===== src/rtl/ide_cfg_pkg.sv =====
package ide_cfg_pkg;

  typedef enum logic [1:0] {
    SEQ_IDLE = 2'd0,
    SEQ_ONE  = 2'd1,
    SEQ_TWO  = 2'd2,
    SEQ_OPEN = 2'd3
  } seq_state_t;

  localparam logic [2:0] OFF_RDT   = 3'd0;
  localparam logic [2:0] OFF_WRT   = 3'd1;
  localparam logic [2:0] OFF_PROBE = 3'd1;
  localparam logic [2:0] OFF_KEY   = 3'd2;
  localparam logic [2:0] OFF_CTL   = 3'd3;
  localparam logic [2:0] OFF_STRAP = 3'd5;
  localparam logic [2:0] OFF_MISC  = 3'd6;

  localparam logic [7:0] KEY_OPEN  = 8'h03;
  localparam logic [7:0] KEY_CLOSE = 8'h83;
  localparam logic [7:0] CTL_APPLY = 8'h85;

endpackage


===== src/rtl/ide_unlock_seq.sv =====
module ide_unlock_seq
  import ide_cfg_pkg::*;
(
  input  logic       clk,
  input  logic       rst_n,
  input  logic       acc_vld,
  input  logic       acc_wr,
  input  logic       acc_wide,
  input  logic [2:0] acc_off,
  input  logic [7:0] acc_byte,
  output logic       cfg_open,
  output logic       fwd
);

  seq_state_t state_q, state_d;
  logic is_probe, is_open_key, is_close_key;

  always_comb begin
    is_probe     = acc_vld && !acc_wr && acc_wide && (acc_off == OFF_PROBE);
    is_open_key  = acc_vld && acc_wr && !acc_wide && (acc_off == OFF_KEY) &&
                   (acc_byte == KEY_OPEN);
    is_close_key = acc_vld && acc_wr && !acc_wide && (acc_off == OFF_KEY) &&
                   (acc_byte == KEY_CLOSE);
  end

  always_comb begin
    state_d = state_q;
    unique case (state_q)
      SEQ_IDLE: state_d = is_probe ? SEQ_ONE : SEQ_IDLE;
      SEQ_ONE:  state_d = is_probe ? SEQ_TWO : SEQ_IDLE;
      SEQ_TWO:  state_d = is_open_key ? SEQ_OPEN : SEQ_IDLE;
      SEQ_OPEN: state_d = is_close_key ? SEQ_IDLE : SEQ_OPEN;
      default:  state_d = SEQ_IDLE;
    endcase
  end

  always_ff @(posedge clk or negedge rst_n) begin
    if (!rst_n) begin
      state_q <= SEQ_IDLE;
    end else if (acc_vld) begin
      state_q <= state_d;
    end
  end

  always_comb begin
    cfg_open = (state_q == SEQ_OPEN);
    fwd      = acc_vld && (state_q != SEQ_OPEN) &&
               !((state_q == SEQ_TWO) && is_open_key);
  end

  AST_OPEN_AFTER_KEY: assert property (@(posedge clk) disable iff (!rst_n)
    $rose(cfg_open) |-> $past(is_open_key) && ($past(state_q) == SEQ_TWO));

  AST_CLOSE_ON_KEY: assert property (@(posedge clk) disable iff (!rst_n)
    (cfg_open && is_close_key) |=> !cfg_open);

  AST_NO_FWD_OPEN: assert property (@(posedge clk) disable iff (!rst_n)
    cfg_open |-> !fwd);

  AST_BROKEN_FWD: assert property (@(posedge clk) disable iff (!rst_n)
    (acc_vld && !cfg_open && !is_open_key) |-> fwd);

endmodule


===== src/rtl/ide_cfg_regs.sv =====
module ide_cfg_regs
  import ide_cfg_pkg::*;
#(
  parameter int TW   = 8,
  parameter int NDEV = 2,
  localparam int DEVW = (NDEV > 1) ? $clog2(NDEV) : 1
) (
  input  logic                   clk,
  input  logic                   rst_n,
  input  logic                   cfg_open,
  input  logic                   acc_vld,
  input  logic                   acc_wr,
  input  logic                   acc_wide,
  input  logic [2:0]             acc_off,
  input  logic [7:0]             acc_byte,
  output logic [NDEV-1:0][TW-1:0] rd_tim,
  output logic [NDEV-1:0][TW-1:0] wr_tim,
  output logic [TW-1:0]          addr_setup,
  output logic                   override
);

  logic            cfg_wr;
  logic            misc_wr, ctl_wr;
  logic            misc_phase_q, misc_phase_d;
  logic [DEVW-1:0] cur_dev_q, cur_dev_d;
  logic [TW-1:0]   addr_q, addr_d;
  logic            ovr_q, ovr_d;
  logic            addr_en, dev_en;

  always_comb begin
    cfg_wr   = cfg_open && acc_vld && acc_wr && !acc_wide;
    misc_wr  = cfg_wr && (acc_off == OFF_MISC);
    ctl_wr   = cfg_wr && (acc_off == OFF_CTL);
    dev_en   = misc_wr && !misc_phase_q;
    addr_en  = misc_wr && misc_phase_q;
    misc_phase_d = ~misc_phase_q;
    cur_dev_d    = acc_byte[DEVW-1:0];
    addr_d       = acc_byte[TW-1:0];
    ovr_d        = (acc_byte == CTL_APPLY);
  end

  always_ff @(posedge clk or negedge rst_n) begin
    if (!rst_n) begin
      misc_phase_q <= 1'b0;
    end else if (misc_wr) begin
      misc_phase_q <= misc_phase_d;
    end
  end

  always_ff @(posedge clk or negedge rst_n) begin
    if (!rst_n) begin
      cur_dev_q <= '0;
    end else if (dev_en) begin
      cur_dev_q <= cur_dev_d;
    end
  end

  always_ff @(posedge clk or negedge rst_n) begin
    if (!rst_n) begin
      addr_q <= '0;
    end else if (addr_en) begin
      addr_q <= addr_d;
    end
  end

  always_ff @(posedge clk or negedge rst_n) begin
    if (!rst_n) begin
      ovr_q <= 1'b0;
    end else if (ctl_wr) begin
      ovr_q <= ovr_d;
    end
  end

  for (genvar d = 0; d < NDEV; d++) begin : g_dev
    logic          rd_en, wr_en;
    logic [TW-1:0] rd_q, wr_q;

    always_comb begin
      rd_en = cfg_wr && (acc_off == OFF_RDT) && (cur_dev_q == DEVW'(d));
      wr_en = cfg_wr && (acc_off == OFF_WRT) && (cur_dev_q == DEVW'(d));
    end

    always_ff @(posedge clk or negedge rst_n) begin
      if (!rst_n) begin
        rd_q <= '0;
      end else if (rd_en) begin
        rd_q <= acc_byte[TW-1:0];
      end
    end

    always_ff @(posedge clk or negedge rst_n) begin
      if (!rst_n) begin
        wr_q <= '0;
      end else if (wr_en) begin
        wr_q <= acc_byte[TW-1:0];
      end
    end

    assign rd_tim[d] = rd_q;
    assign wr_tim[d] = wr_q;
  end

  assign addr_setup = addr_q;
  assign override   = ovr_q;

  AST_HOLD_LOCKED: assert property (@(posedge clk) disable iff (!rst_n)
    !cfg_open |=> ($stable(rd_tim) && $stable(wr_tim) && $stable(addr_setup)));

  AST_MISC_ALTERNATE: assert property (@(posedge clk) disable iff (!rst_n)
    misc_wr |=> (misc_phase_q != $past(misc_phase_q)));

  AST_APPLY_KEY: assert property (@(posedge clk) disable iff (!rst_n)
    $rose(override) |-> ($past(ctl_wr) && ($past(acc_byte) == CTL_APPLY)));

  AST_OVR_CLEAR: assert property (@(posedge clk) disable iff (!rst_n)
    (ctl_wr && (acc_byte != CTL_APPLY)) |=> !override);

endmodule


===== src/rtl/ide_timing_sel.sv =====
module ide_timing_sel #(
  parameter int            TW     = 8,
  parameter int            NDEV   = 2,
  parameter logic [TW-1:0] DEF_T0 = 8'h6B,
  parameter logic [TW-1:0] DEF_T1 = 8'h58,
  parameter logic [TW-1:0] DEF_A0 = 8'h30,
  parameter logic [TW-1:0] DEF_A1 = 8'h20,
  localparam int DEVW = (NDEV > 1) ? $clog2(NDEV) : 1
) (
  input  logic                    strap,
  input  logic [DEVW-1:0]         dev_sel,
  input  logic                    override,
  input  logic [NDEV-1:0][TW-1:0] rd_tim,
  input  logic [NDEV-1:0][TW-1:0] wr_tim,
  input  logic [TW-1:0]           addr_setup,
  output logic [TW-1:0]           t_read,
  output logic [TW-1:0]           t_write,
  output logic [TW-1:0]           t_addr
);

  logic [TW-1:0] def_t, def_a;

  always_comb begin
    def_t = strap ? DEF_T1 : DEF_T0;
    def_a = strap ? DEF_A1 : DEF_A0;
    if (override) begin
      t_read  = rd_tim[dev_sel];
      t_write = wr_tim[dev_sel];
      t_addr  = addr_setup;
    end else begin
      t_read  = def_t;
      t_write = def_t;
      t_addr  = def_a;
    end
  end

endmodule


===== src/rtl/ide_cfg_trapdoor.sv =====
module ide_cfg_trapdoor
  import ide_cfg_pkg::*;
#(
  parameter int TW   = 8,
  parameter int NDEV = 2
) (
  input  logic          clk,
  input  logic          rst_n,
  input  logic          host_vld,
  input  logic          host_wr,
  input  logic          host_wide,
  input  logic [2:0]    host_off,
  input  logic [15:0]   host_wdata,
  output logic [15:0]   host_rdata,
  output logic          host_rd_hit,
  output logic          drv_fwd,
  input  logic          clk_strap,
  input  logic          dev_sel,
  output logic          cfg_open,
  output logic [TW-1:0] t_read,
  output logic [TW-1:0] t_write,
  output logic [TW-1:0] t_addr
);

  localparam int DEVW = (NDEV > 1) ? $clog2(NDEV) : 1;

  logic                    open_w;
  logic [NDEV-1:0][TW-1:0] rd_tim, wr_tim;
  logic [TW-1:0]           addr_setup;
  logic                    override;

  ide_unlock_seq u_seq (
    .clk      (clk),
    .rst_n    (rst_n),
    .acc_vld  (host_vld),
    .acc_wr   (host_wr),
    .acc_wide (host_wide),
    .acc_off  (host_off),
    .acc_byte (host_wdata[7:0]),
    .cfg_open (open_w),
    .fwd      (drv_fwd)
  );

  ide_cfg_regs #(.TW(TW), .NDEV(NDEV)) u_regs (
    .clk        (clk),
    .rst_n      (rst_n),
    .cfg_open   (open_w),
    .acc_vld    (host_vld),
    .acc_wr     (host_wr),
    .acc_wide   (host_wide),
    .acc_off    (host_off),
    .acc_byte   (host_wdata[7:0]),
    .rd_tim     (rd_tim),
    .wr_tim     (wr_tim),
    .addr_setup (addr_setup),
    .override   (override)
  );

  ide_timing_sel #(.TW(TW), .NDEV(NDEV)) u_sel (
    .strap      (clk_strap),
    .dev_sel    (DEVW'(dev_sel)),
    .override   (override),
    .rd_tim     (rd_tim),
    .wr_tim     (wr_tim),
    .addr_setup (addr_setup),
    .t_read     (t_read),
    .t_write    (t_write),
    .t_addr     (t_addr)
  );

  always_comb begin
    cfg_open    = open_w;
    host_rd_hit = open_w && host_vld && !host_wr;
    host_rdata  = (host_rd_hit && (host_off == OFF_STRAP)) ?
                  {15'd0, clk_strap} : 16'd0;
  end

  AST_READ_ONE_PATH: assert property (@(posedge clk) disable iff (!rst_n)
    (host_vld && !host_wr) |-> (drv_fwd != host_rd_hit));

  AST_SHARED_ADDR: assert property (@(posedge clk) disable iff (!rst_n)
    (override && $stable(override) && $changed(dev_sel)) |-> $stable(t_addr));

endmodule


===== config.mk =====
export PLATFORM = sky130hd
export DESIGN_NAME = ide_cfg_trapdoor
export DESIGN_NICKNAME = d
export VERILOG_FILES = /design/src/rtl/ide_cfg_pkg.sv /design/src/rtl/ide_unlock_seq.sv /design/src/rtl/ide_cfg_regs.sv /design/src/rtl/ide_timing_sel.sv /design/src/rtl/ide_cfg_trapdoor.sv
export SDC_FILE = /design/constraint.sdc
export NUM_CORES = 1
export LEC_CHECK = 0
export ABC_AREA = 1
export ABC_CLOCK_PERIOD_IN_PS = 1800
export BUFFER_PORTS_ARGS = -buffer_cell sky130_fd_sc_hd__buf_2
export CAP_MARGIN = 20
export CORE_MARGIN = 8
export CORE_UTILIZATION = 54
export CTS_BUF_LIST = sky130_fd_sc_hd__clkbuf_16
export DETAILED_ROUTE_END_ITERATION = 10
export PLACE_DENSITY = 0.81
export SKIP_CTS_REPAIR_TIMING = 1
export SYNTH_ARGS = -nofsm -noshare
export SYNTH_HDL_FRONTEND = slang
export SYNTH_HIERARCHICAL = 1
export SYNTH_SLANG_ARGS = --single-unit
export TNS_END_PERCENT = 10

===== constraint.sdc =====
create_clock -name clk -period 1.8 [get_ports clk]
set_input_delay 0.09 -clock clk [delete_from_list [all_inputs] [get_ports clk]]
set_output_delay 0.09 -clock clk [all_outputs]
set_load 0.01 [all_outputs]

Yosys cells after proc, flatten, opt, wreduce, memory -nomap -nowiden
Cells that the tools add are included.
Storage, ports and cells
  output and inout port bits: 43
  logic and storage cells: 71
  flip-flop bits (word level): 45
Cells by class
  bitwise operators: 2
  eq/ne operators: 12
  mux-type cells: 15
  order comparisons: 1
  reduce and logical (&&, ||, !) cells: 32
Operator list (count)
  8-bit 2-to-1 mux: 7
  1-bit logical AND: 26
  8-bit == test (second input constant): 2
  8-bit by 2-bit == test with 1-bit output (second input constant): 1
  2-bit one-hot mux with 4 select lines: 1
  3-bit by 2-bit == test with 1-bit output (second input constant): 2
  3-bit == test (second input constant): 2
  2-bit 2-to-1 mux: 3
  6-bit 2-to-1 mux: 1
  5-bit 2-to-1 mux: 1
  2-bit == test (second input constant): 2
  1-bit zero test: 4
  3-bit by 1-bit == test with 1-bit output (second input constant): 1
  3-bit zero test: 1
  2-bit by 1-bit == test with 1-bit output (second input constant): 1
  2-bit zero test: 1
  1-bit by 2-bit < comparator with 1-bit output (second input constant): 1
  1-bit 2-to-1 mux: 2
  2-bit != test (second input constant): 1
  1-bit NOT: 2

Depth between registers and ports, before layout
  depth in word-level cells: 7
  mapped depth: 9

Cells and area by module
The synthesis kept the hierarchy.
Modules (own cells, without submodules)
  ide_cfg_regs: times used 1, cells each 213, area each 1950.6 µm², sequential area each 1076.0 µm²
  ide_timing_sel: times used 1, cells each 97, area each 422.9 µm², sequential area each 0.0 µm²
  ide_unlock_seq: times used 1, cells each 43, area each 245.2 µm², sequential area each 50.0 µm²
  ide_cfg_trapdoor: times used 1, cells each 25, area each 156.4 µm², sequential area each 0.0 µm²

Worst setup path after synthesis
Ideal clock, no wire load.
  kind: register to register
  start point: register u_seq.state_q[0]
  end point: register u_regs.addr_q[0] (netlist: u_regs/addr_setup[0])
  data arrival time: 1.291 ns
  setup time: 0.117 ns
  cell stages (with the launch flop): 9
  setup slack: 0.391 ns
  required time: 1.683 ns
  cells stage by stage: dfrtp_1 -> nand2_1 -> inv_1 -> nand2_1 -> nor2_2 -> buf_4 -> nand3_2 -> nand2_1 -> nand2_1
Between the ends
  word-level cells in the longest chain between the ends: 6
RTL lines
  start, declared: line ide_unlock_seq.sv:15  | seq_state_t state_q, state_d;
  start signal, assigned: line ide_unlock_seq.sv:41  | state_q <= state_d;
  2-bit == test: line ide_unlock_seq.sv:46  | cfg_open = (state_q == SEQ_OPEN);
  via cfg_open: line ide_cfg_trapdoor.sv:19  | output logic cfg_open,
  1-bit logical AND (3 in a row): line ide_cfg_regs.sv:31  | cfg_wr = cfg_open && acc_vld && acc_wr && !acc_wide;
  1-bit logical AND: line ide_cfg_regs.sv:32  | misc_wr = cfg_wr && (acc_off == OFF_MISC);
  1-bit logical AND: line ide_cfg_regs.sv:35  | addr_en = misc_wr && misc_phase_q;
  end signal, assigned: line ide_cfg_regs.sv:62  | addr_q <= addr_d;
  end, declared: line ide_cfg_regs.sv:26  | logic [TW-1:0] addr_q, addr_d;
The timed path passes the listed nets, and every way through them passes these cells.
A chain may end at the register's enable or synchronous reset.

Worst setup path after layout
  start point: register u_seq.state_q[0]
  end point: register u_regs.g_dev[1].rd_q[5]
Between the ends
  word-level cells in the longest chain between the ends: 6
RTL lines
  2-bit == test: line ide_unlock_seq.sv:46
  1-bit logical AND (3 in a row): line ide_cfg_regs.sv:31
  1-bit logical AND (2 in a row): line ide_cfg_regs.sv:79  | rd_en = cfg_wr && (acc_off == OFF_RDT) && (cur_dev_q == DEVW'(d));
  end signal, assigned: line ide_cfg_regs.sv:87  | rd_q <= acc_byte[TW-1:0];
  end, declared: line ide_cfg_regs.sv:76  | logic [TW-1:0] rd_q, wr_q;
Every way passes these cells.

==> run_results.csv <==
group,metric,value,unit
run_status,status,"finished, final reports clean",
finish,diodes,0,
timing,setup_violations,0,
place,gp_congestion,0.815,
yosys,syn-mean-instance-area,7.34,µm²
timing,fin_crit_sh,87.6,%
yosys,synthAdderAreaFrac,0,%
worst_setup_path,arrival,1.75,ns
timing,rsz0062_at_grt,"no",
clock_tree,cts_tree,"done",
global_routing,grt_overflow,0,
hold_path,worstHoldStart,"host_wdata[3]",
yosys,netlist.area_leader.share,40.6,%
yosys,synth.distinct_cells,27,
power_and_ir_drop,comb_power_share,11.3,%
finish,final_cells,489,
floorplan,initial_core_util,55.0,%
clock_tree,cts_max_level,2,
hold_path,min_to,"u_regs/g_dev[1].wr_q[3]$_DFFE_PN0P_",
drt,ant_nets,0,
yosys,synth_edf_count,0,
power_and_ir_drop,p_sw_share,25.2,%
yosys,yosysMostFrequentCell,"nand2_1",
power_and_ir_drop,leakage,1.75,nW
yosys,synth_common_cells,"148 x nand2_1, 45 x dfrtp_1, 42 x inv_1, 41 x nand4_1, 21 x nor2_1",
yosys,synth_seq_cells,45,
power_and_ir_drop,p_per_area,692,nW/µm²
finish,areaGrowthSynthToFinish,11.6,%
floorplan,rows,26,
global_routing,grt_pass1_vias,2299,
global_routing,grt_start_max_net_pins,50,
power_and_ir_drop,clockPowerShare,39.8,%
worst_setup_path,cpPeakStageDelay,0.38,ns
worst_setup_path,reg2reg_slack,0.22,ns
clock_tree,clk_pin_slew,0.06,ns
yosys,async_flop_share,100,%
floorplan,pin_count,69,
timing,slew_violations,0,
timing,fin_tns_setup,0,ns
job,maxCapViolations,0,
timing,fmax,634,MHz
yosys,netlist_top_cells_area,"dfrtp_1 41%, nand2_1 20%, nand4_1 9.2%, inv_1 5.7%, buf_4 5.1%",
drt,drtIter0Drc,192,
worst_setup_path,crit_slowest_cell,"dfrtp_1",
yosys,synth_seq_area_share,40.6,%
drt,routedWlPerCell,13.1,µm
yosys,muxShareOfSynthArea,0,%
drt,drt-total-wl,6420,µm
clock_tree,cts_made_buffers,5,
clock_tree,cts.sinks,45,
finish,drive_gt1_share,18.6,%
finish,final_nets,444,
timing,relSlewSlack,66.8,%
place,dp.cells,480,
drt,vias,2445,
power_and_ir_drop,power.switching,0.000541,W
worst_setup_path,path_cells,"nand2_1 -> inv_1 -> nand2_1 -> nor2_4 -> buf_12 -> nand3_2 -> nand2_1 -> nand2_1",
worst_setup_path,cp_max_fo,49,
clock_tree,clockRootBuffer,"clkbuf_16",
timing,clock_skew,0.00381,ns
timing,tightest_slew,0.497,ns
worst_setup_path,reg2reg_to,"u_regs/g_dev[1].rd_q[5]$_DFFE_PN0P_",
worst_setup_path,cp-end-kind,"flop",
power_and_ir_drop,p_seq_share,48.9,%
drt,routed_via_density,5.00,
worst_setup_path,cp.required,1.97,ns
floorplan,design.core.area,5040,µm²
floorplan,chipWidth,87.7,µm
yosys,yosysWarnings,6,
floorplan,die_h,87.7,µm
worst_setup_path,reg2reg_from,"u_seq/state_q[0]$_DFFE_PN0P_",
drt,first_pass_iters,4,
yosys,synth_compound_area_share,0.721,%
worst_setup_path,rr_worst_depth,8,
timing,period_needed,1.58,ns
place,dpl.hpwl,4460,µm
yosys,synth_top_family_by_area,"simple AND/OR/NAND/NOR gates",
hold_path,hold_class,"input pin to flop",
worst_setup_path,criticalPathCategory,"flop to flop",
yosys,synth_area,2780,µm²
hold_path,whs_path_depth,3,
worst_setup_path,cp-start-kind,"flop",
yosys,syn-instance-count,378,
global_routing,grt_pass1_wl,10700,µm
power_and_ir_drop,p_int,0.00160,W
global_routing,antenna_found_initial,0,
yosys,synth.largest_area_cell,"dfrtp_1",
timing,hold_viol,0,
global_routing,grtUsageTotal,17.7,%
clock_tree,worstSkewPairLatency,0.28,ns
yosys,synth_xor_xnor_area_share,0,%
yosys,synth_flop_cell,"dfrtp_1",
power_and_ir_drop,peakVddDrop,0.375,mV
worst_setup_path,crit_top_cell,"nand2_1",
floorplan,die_area,7690,µm²
drt,drc,0,
place,port_buffers,45,
yosys,synthSimpleGateAreaFrac,43.0,%
clock_tree,cts_max_path_buffers,2,
power by group through the flow:
stage / Sequential (W) / Combinational, W / Clock (W)
after CTS: 0.00105 / 0.000241 / 0.000877
after global routing: 0.00105 / 0.000276 / 0.000919
after global placement: 0.00107 / 0.000236 / 0
final: 0.00105 / 0.000242 / 0.000854
after detailed placement: 0.00107 / 0.000241 / 0
after floorplan: 0.00106 / 0.000169 / 0
worst max-delay path by stage:
stage,from,to,slack [ns],cells past startpoint
after CTS,u_seq/state_q[0]$_DFFE_PN0P_,u_regs/g_dev[1].rd_q[5]$_DFFE_PN0P_,0.23,8
after floorplan,u_seq/state_q[0]$_DFFE_PN0P_,u_regs/addr_setup[0]$_DFFE_PN0P_,0.39,8
after detailed placement,u_seq/state_q[0]$_DFFE_PN0P_,u_regs/g_dev[1].rd_q[3]$_DFFE_PN0P_,0.26,8
after global routing,u_seq/state_q[0]$_DFFE_PN0P_,u_regs/g_dev[0].rd_q[3]$_DFFE_PN0P_,0.08,8
final,u_seq/state_q[0]$_DFFE_PN0P_,u_regs/g_dev[1].rd_q[5]$_DFFE_PN0P_,0.22,8
after global placement,u_seq/state_q[0]$_DFFE_PN0P_,u_regs/g_dev[1].rd_q[6]$_DFFE_PN0P_,0.26,8
metal layers:
layer,GRT usage [%],wire [µm]
met5,0,0
met4,5.00,46
met3,3.85,419
met2,29.9,3100
met1,22.0,2860
worst max-delay path: cells and delay by family (launching register included):
family	cells	cell delay, ns
AND/OR/NAND/NOR	6	0.74
flip-flops	1	0.38
buffers and inverters	2	0.34
cell type report:
class	instances	area (µm²)
fillers	469	1940
multi-input cells	270	1270
inverters	44	168
repair buffers	52	305
flip-flops and latches	45	1130
clock inverters	3	12.5
well taps	70	87.6
clock buffers	5	125
through the flow:
step / area (µm²) / utilization, % / hold slack, ns / power, W / worst slack (ns)
2_1_floorplan: 2830 / - / -0.206 / 0.00123 / 0.391
3_3_place_gp: 2950 / 58.5 / -0.0383 / 0.00130 / 0.258
3_5_place_dp: 2950 / 58.5 / -0.0405 / 0.00131 / 0.260
4_1_cts: 3090 / 61.2 / -0.343 / 0.00216 / 0.232
5_1_grt: 3100 / 61.4 / 0.147 / 0.00224 / 0.0811
6_report: 3100 / 61.4 / 0.148 / 0.00214 / 0.222
kinds of logic after synthesis:
logic type             count (synthesis)
and+or+nand+nor                      251
buffers and inverters                 77
DFF                                   45
AOI/OAI and AO/OA                      4
other                                  1
cells in the final DEF (no fill, tap or decap), types with 5 or more instances in the layout:
cell type  instances
buf_2             45
clkbuf_16          5
conb_1            15
dfrtp_1           45
inv_1             42
nand2_1          148
nand3_1           18
nand3_2            5
nand4_1           41
nor2_1            21
flip-flops by register name, summed over array words and instances, names as in the netlist:
name and flops:
u_regs/g_dev.rd_q 16, u_regs/g_dev.wr_q 16, u_regs/addr_setup 8, u_seq/state_q 2
u_regs/cur_dev_q 1, u_regs/misc_phase_q 1, u_regs/override 1
Power figures use the tool's default switching activity.
